==> src/rtl/sram1_pkg.sv <==
`timescale 1ns/1ps
package sram1_pkg;
    typedef enum logic [2:0] {
        ST_IDLE  = 3'd0,
        ST_OPEN  = 3'd1,
        ST_SHOW  = 3'd2,
        ST_WRITE = 3'd3,
        ST_HOLD  = 3'd4
    } cyc_state_t;
endpackage

==> src/rtl/sram1_edge_sampler.sv <==
`timescale 1ns/1ps
// Registers the enable and reports its fall and rise against the live value.
module sram1_edge_sampler (
    input  logic clk,
    input  logic rst_n,
    input  logic ce_n,
    output logic e_fall,
    output logic e_rise
);
    logic ce_prev;

    always_ff @(posedge clk) begin
        if (!rst_n) ce_prev <= 1'b1;
        else        ce_prev <= ce_n;
    end

    assign e_fall = ce_prev & ~ce_n;
    assign e_rise = ~ce_prev & ce_n;
endmodule

==> src/rtl/sram1_ctrl_fsm.sv <==
`timescale 1ns/1ps
module sram1_ctrl_fsm
    import sram1_pkg::*;
(
    input  logic clk,
    input  logic rst_n,
    input  logic e_fall,
    input  logic e_rise,
    input  logic we_n,
    output logic latch_en,
    output logic rd_en,
    output logic wr_en,
    output logic show_data,
    output logic dout_en
);
    cyc_state_t state, nxt;

    always_ff @(posedge clk) begin
        if (!rst_n) state <= ST_IDLE;
        else        state <= nxt;
    end

    always_comb begin
        nxt = state;
        unique case (state)
            ST_IDLE:  if (e_fall) nxt = we_n ? ST_OPEN : ST_WRITE;
            ST_OPEN:  if (e_rise) nxt = ST_IDLE;
                      else if (!we_n) nxt = ST_WRITE;
                      else nxt = ST_SHOW;
            ST_SHOW:  if (e_rise) nxt = ST_IDLE;
                      else if (!we_n) nxt = ST_WRITE;
            ST_WRITE: if (e_rise) nxt = ST_IDLE;
                      else if (we_n) nxt = ST_HOLD;
            ST_HOLD:  if (e_rise) nxt = ST_IDLE;
                      else if (!we_n) nxt = ST_WRITE;
            default:  nxt = ST_IDLE;
        endcase
    end

    always_comb begin
        latch_en  = (state == ST_IDLE) && e_fall;
        rd_en     = (state == ST_OPEN);
        wr_en     = (state == ST_WRITE) && (e_rise || we_n);
        show_data = (state == ST_SHOW);
        dout_en   = (state == ST_OPEN) || (state == ST_SHOW);
    end
endmodule

==> src/rtl/sram1_bit_matrix.sv <==
`timescale 1ns/1ps
// Row/column bit array; one generated row word per row, registered read.
module sram1_bit_matrix #(
    parameter int ROW_W = 5,
    parameter int COL_W = 5
) (
    input  logic             clk,
    input  logic [ROW_W-1:0] row,
    input  logic [COL_W-1:0] col,
    input  logic             wr_en,
    input  logic             wr_bit,
    input  logic             rd_en,
    output logic             rd_bit
);
    localparam int ROWS = 1 << ROW_W;
    localparam int COLS = 1 << COL_W;

    logic [COLS-1:0] row_word [ROWS];

    for (genvar r = 0; r < ROWS; r++) begin : g_row
        logic [COLS-1:0] cells;
        always_ff @(posedge clk) begin
            if (wr_en && (row == ROW_W'(r))) cells[col] <= wr_bit;
        end
        assign row_word[r] = cells;
    end

    always_ff @(posedge clk) begin
        if (rd_en) rd_bit <= row_word[row][col];
    end
endmodule

==> src/rtl/enlatch_sram1.sv <==
`timescale 1ns/1ps
module enlatch_sram1 #(
    parameter int ROW_W = 5,
    parameter int COL_W = 5,
    localparam int ADDR_W = ROW_W + COL_W
) (
    input  logic              clk,
    input  logic              rst_n,
    input  logic              ce_n,
    input  logic              we_n,
    input  logic [ADDR_W-1:0] addr,
    input  logic              din,
    output logic              dout,
    output logic              dout_en
);
    logic              e_fall, e_rise;
    logic              latch_en, rd_en, wr_en, show_data;
    logic [ADDR_W-1:0] addr_q;
    logic              rd_bit;

    sram1_edge_sampler u_edge (
        .clk(clk), .rst_n(rst_n), .ce_n(ce_n),
        .e_fall(e_fall), .e_rise(e_rise)
    );

    sram1_ctrl_fsm u_fsm (
        .clk(clk), .rst_n(rst_n), .e_fall(e_fall), .e_rise(e_rise),
        .we_n(we_n), .latch_en(latch_en), .rd_en(rd_en), .wr_en(wr_en),
        .show_data(show_data), .dout_en(dout_en)
    );

    always_ff @(posedge clk) begin
        if (!rst_n)        addr_q <= '0;
        else if (latch_en) addr_q <= addr;
    end

    sram1_bit_matrix #(.ROW_W(ROW_W), .COL_W(COL_W)) u_mat (
        .clk(clk),
        .row(addr_q[ADDR_W-1:COL_W]),
        .col(addr_q[COL_W-1:0]),
        .wr_en(wr_en), .wr_bit(din),
        .rd_en(rd_en), .rd_bit(rd_bit)
    );

    assign dout = show_data & rd_bit;
endmodule

==> config.mk <==
export PLATFORM = sky130hd
export DESIGN_NAME = enlatch_sram1
export DESIGN_NICKNAME = d
export VERILOG_FILES = /design/src/rtl/sram1_pkg.sv /design/src/rtl/sram1_edge_sampler.sv /design/src/rtl/sram1_ctrl_fsm.sv /design/src/rtl/sram1_bit_matrix.sv /design/src/rtl/enlatch_sram1.sv
export SDC_FILE = /design/constraint.sdc
export NUM_CORES = 1
export LEC_CHECK = 0
export ABC_CLOCK_PERIOD_IN_PS = 2700
export CORE_MARGIN = 2
export CORE_UTILIZATION = 59
export CTS_BUF_LIST = sky130_fd_sc_hd__clkbuf_4
export CTS_CLUSTER_DIAMETER = 100
export DETAILED_ROUTE_END_ITERATION = 10
export GPL_ROUTABILITY_DRIVEN = 1
export MAX_ROUTING_LAYER = met4
export PLACE_DENSITY = 0.78
export REMOVE_ABC_BUFFERS = 1
export SKIP_CTS_REPAIR_TIMING = 1
export SLEW_MARGIN = 20
export SYNTH_ARGS = -nofsm -noshare
export SYNTH_HDL_FRONTEND = slang
export SYNTH_SLANG_ARGS = --single-unit
==> constraint.sdc <==
create_clock -name clk -period 2.7 [get_ports clk]
set_input_delay 0.81 -clock clk [delete_from_list [all_inputs] [get_ports clk]]
set_output_delay 0.81 -clock clk [all_outputs]
set_load 0.005 [all_outputs]
==> report_table.html <==
<table>
<tr><th>Metric</th><th>Value</th></tr>
<tr><th colspan="2">Worst setup path</th></tr>
<tr><td>Nature of the critical path endpoint</td><td>flop</td></tr>
<tr><td>Highest net fanout along the worst path</td><td>9</td></tr>
<tr><td>Setup CP Type</td><td>flop to flop</td></tr>
<tr><td>Depth of the worst register-to-register path</td><td>10</td></tr>
<tr><td>Worst path arrival time</td><td>3.97 ns</td></tr>
<tr><td>Data required time of the critical path</td><td>~3.5 ns</td></tr>
<tr><td>Startpoint types</td><td>flop</td></tr>
<tr><th colspan="2">Hold path</th></tr>
<tr><td>Hold Path Stages</td><td>1</td></tr>
<tr><td>Hold Crit Class</td><td>input port to flop</td></tr>
<tr><th colspan="2">Place</th></tr>
<tr><td>Count of input and output buffers</td><td>16</td></tr>
<tr><td>Total instance count after detailed placement</td><td>roughly 4200</td></tr>
<tr><td>DP HPWL</td><td>approximately 80 mm</td></tr>
<tr><td>Final estimated routing congestion in global placement</td><td>~0.93</td></tr>
<tr><td>Minimum setup slack after placement</td><td>-0.466 ns</td></tr>
<tr><th colspan="2">Timing</th></tr>
<tr><td>Setup repair after global routing missed its margin</td><td>true</td></tr>
<tr><td>Transition time at the pin with the least slew margin</td><td>0.908 ns</td></tr>
<tr><td>Max-slew violations</td><td>0</td></tr>
<tr><td>Final Hold Violating Endpoints</td><td>0</td></tr>
<tr><td>Worst slew margin relative to its limit</td><td>0.393</td></tr>
<tr><td>Setup total negative slack</td><td>-0.611 ns</td></tr>
<tr><td>Final clock period utilization by the worst path</td><td>1.16</td></tr>
<tr><td>Final setup violating endpoints</td><td>2</td></tr>
<tr><td>Worst clock skew</td><td>roughly 0.084 ns</td></tr>
<tr><td>Minimum setup slack in the final design</td><td>-0.438 ns</td></tr>
<tr><td>Maximum clock frequency</td><td>roughly 320 MHz</td></tr>
<tr><td>Minimum clock period after layout</td><td>3.14 ns</td></tr>
<tr><th colspan="2">Route</th></tr>
<tr><td>Total wire length</td><td>around 140 mm</td></tr>
<tr><td>Iteration-0 DRC count of the detailed router</td><td>5133</td></tr>
<tr><td>Number of DRC violations after detailed routing</td><td>0</td></tr>
<tr><td>Vias after detailed routing</td><td>around 31000</td></tr>
<tr><td>Antenna-violating nets left</td><td>0</td></tr>
<tr><td>Detailed-router iteration count before antenna repair</td><td>9</td></tr>
<tr><td>Post-detailed-route wirelength per cell</td><td>a little under 30 microns</td></tr>
<tr><td>Ratio of routed vias to standard cells</td><td>about 6.6</td></tr>
<tr><th colspan="2">Final layout</th></tr>
<tr><td>Area occupied by registers</td><td>slightly above 30000 sq um</td></tr>
<tr><td>Count of placed standard cells in the final layout, fillers left out</td><td>about 4700</td></tr>
<tr><td>Fraction of final layout cells with drive strength greater than 1</td><td>0.276</td></tr>
<tr><td>Number of nets in the layout</td><td>about 3600</td></tr>
<tr><td># fillers</td><td>~4700</td></tr>
<tr><td>Area occupied by multi-input gates</td><td>between 10000 and 15000 sq um</td></tr>
<tr><td>Synthesis-to-finish area growth</td><td>17.1%</td></tr>
<tr><th colspan="2">Power</th></tr>
<tr><td>LEAKAGE</td><td>between 15 and 20 nW</td></tr>
<tr><td>Pwr Density</td><td>about 650 nW/um^2</td></tr>
<tr><td>Design Power</td><td>between 30 and 40 mW</td></tr>
<tr><td>IR Drop Worst-Case VDD</td><td>approximately 0.38 mV</td></tr>
<tr><th colspan="2">Synth</th></tr>
<tr><td>Yosys Warn Count</td><td>0</td></tr>
<tr><td>Fraction of registers with async set/reset</td><td>0</td></tr>
<tr><td>Sequential area share after synthesis</td><td>0.690</td></tr>
<tr><td>Mean instance size in the synthesized netlist</td><td>approximately 14 sq um</td></tr>
<tr><td>Cell count after synthesis</td><td>between 3000 and 4000</td></tr>
<tr><td>Dominant cell type by area after synthesis</td><td>edfxtp_1</td></tr>
<tr><td>Predominant post-synthesis flop cell</td><td>edfxtp_1</td></tr>
<tr><td>Synthesized area</td><td>about 45000 sq um</td></tr>
<tr><td>Cell types with the highest counts after synthesis</td><td>1041 x nor2_1, 1025 x edfxtp_1, 213 x clkbuf_1</td></tr>
<tr><td>Number of library cell types mapped by synthesis</td><td>65</td></tr>
<tr><td>Post-synth EDFFs</td><td>1025</td></tr>
<tr><td>Flip-flop and latch count after synthesis</td><td>between 1000 and 1500</td></tr>
<tr><td>Area contributors post-synth</td><td>edfxtp_1 68%, nor2_1 8.7%, mux4_2 7.6%</td></tr>
<tr><td>Area share of the largest cell type after synthesis</td><td>0.684</td></tr>
<tr><td>Most instantiated library cell after synthesis</td><td>nor2_1</td></tr>
<tr><th colspan="2">Global routing</th></tr>
<tr><td>Number of antenna violations at the first check in global routing</td><td>3</td></tr>
<tr><td>Number of global-route vias before repair</td><td>roughly 31000</td></tr>
<tr><td>Pin count of the biggest net entering global routing</td><td>approximately 150</td></tr>
<tr><td>Remaining global-route overflow</td><td>0</td></tr>
<tr><td>Global-route wire length before repair</td><td>~190 mm</td></tr>
<tr><td>Total routing usage reported by global routing</td><td>0.349</td></tr>
<tr><th colspan="2">Status</th></tr>
<tr><td>Violated checks</td><td>setup timing</td></tr>
<tr><td>Outcome</td><td>finished with violations</td></tr>
<tr><th colspan="2">CTS</th></tr>
<tr><td>Clock root buffer</td><td>clkbuf_4</td></tr>
<tr><td>Clock transition at path regs</td><td>0.07 ns</td></tr>
<tr><td>Number of buffers created by CTS</td><td>between 200 and 300</td></tr>
<tr><td>Maximum level of the CTS H-tree</td><td>5</td></tr>
<tr><td>Sinks on the clock net</td><td>roughly 1000</td></tr>
<tr><td>TritonCTS clock tree</td><td>yes</td></tr>
<tr><td>Maximum count of clock buffers along a single path</td><td>4</td></tr>
<tr><td>Clock latency on the worst-skew pair</td><td>~1.2 ns</td></tr>
<tr><th colspan="2">Floorplanning</th></tr>
<tr><td>Chip height</td><td>approximately 280 microns</td></tr>
<tr><td>Area of the die</td><td>between 70000 and 80000 sq um</td></tr>
<tr><td>Number of placement rows</td><td>slightly above 100</td></tr>
<tr><td>Initial core utilization</td><td>0.594</td></tr>
<tr><td>Overall die width</td><td>roughly 280 microns</td></tr>
<tr><td>Core Region</td><td>about 76000 sq um</td></tr>
<tr><td>Number of top-level pins</td><td>17</td></tr>
<tr><th colspan="2">Flow run</th></tr>
<tr><td>Max capacitance violation total</td><td>0</td></tr>
</table>
layer usage:
layer,share of wire,up-vias,GRT usage
li1,-,12600,-
met1,0.32,15100,0.422
met2,0.46,2793,0.531
met3,0.15,607,0.109
met4,0.065,0,0.182
met5,0,-,-
flip-flops by register name (all words and copies together) (netlist names):
register and flops:
addr_q 10, u_mat.g_row.cells 1024, u_edge.ce_prev 1, u_fsm.state 3, u_mat.rd_bit 1
cell type report:
cell class,instances,share of cell area
tap,978,0.0232
clock buffer,400,0.0570
clock inverter,46,0.00432
sequential,1039,0.590
multi-input combinational,1848,0.243
timing repair buffer,384,0.0819
inverter,4,0.000285
antenna,4,0.000190
cells by family after synthesis:
group	synth area share
adders and majority gates	0.000223
and+or+nand+nor	0.105
buffers and inverters	0.0332
AOI/OAI and AO/OA	0.0424
muxes	0.128
DFF	0.690
xor gates and xnor gates	0.000195
through the flow:
stage | util | instance area, sq um | hold slack, ns
global placement | 0.642 | 48600 | 0.560
finish | 0.696 | 52700 | 0.128
detailed placement | 0.642 | 48600 | 0.629
global route | 0.696 | 52700 | 0.0768
floorplan | - | 43500 | 0.538
CTS | 0.685 | 51800 | 0.0929
final timing paths:
path	start	to	slack [ns]
hold / removal	din	u_mat.g_row[0].cells[25]$_DFFE_PP_	0.13
setup reg to reg	addr_q[5]$_SDFFE_PN0P_	u_mat.rd_bit$_DFFE_PP_	-0.44
setup / recovery	addr_q[5]$_SDFFE_PN0P_	u_mat.rd_bit$_DFFE_PP_	-0.44
hold reg to reg	u_fsm.state[2]$_SDFFE_PN0P_	u_fsm.state[2]$_SDFFE_PN0P_	0.60
placed cells by master (no fill, tap or decap), types with 5 or more instances in the layout:
cell                n
a2111oi_2           5
a211oi_1           11
a211oi_2           10
a21oi_1            53
a221oi_1           23
a22o_1              9
a22oi_1            20
buf_12             88
buf_4             250
buf_6              13
buf_8               6
clkbuf_16           7
clkbuf_4          400
clkdlybuf4s50_1    13
clkinv_1           37
dfxtp_1             6
edfxtp_1         1025
inv_2               8
mux2_2              5
mux2i_1           208
mux4_1              5
mux4_2            153
nand2_1            66
nand2_2            28
nand2b_1            6
nand3_2             5
nor2_1           1039
nor2b_1            23
nor3_1              9
o21ai_0            22
o221ai_1           50
o22ai_1            12
report_power, final:
| group | switching (mW) | internal (mW) |
|---|---|---|
| sequential | 0.0614 | 17.7 |
| combinational | 1.88 | 1.39 |
| clock | 6.34 | 6.92 |
critical path, cell delays in order (launching register included):
cell	delay (ns)
dfxtp_4	0.41
buf_12	0.18
buf_4	0.13
mux4_2	0.51
mux2i_2	0.22
o21ai_2	0.11
o31a_1	0.35
o41ai_2	0.36
buf_4	0.19
nand4b_1	0.12
nand4bb_1	0.22
No activity file was read; power rests on OpenSTA's default activity.
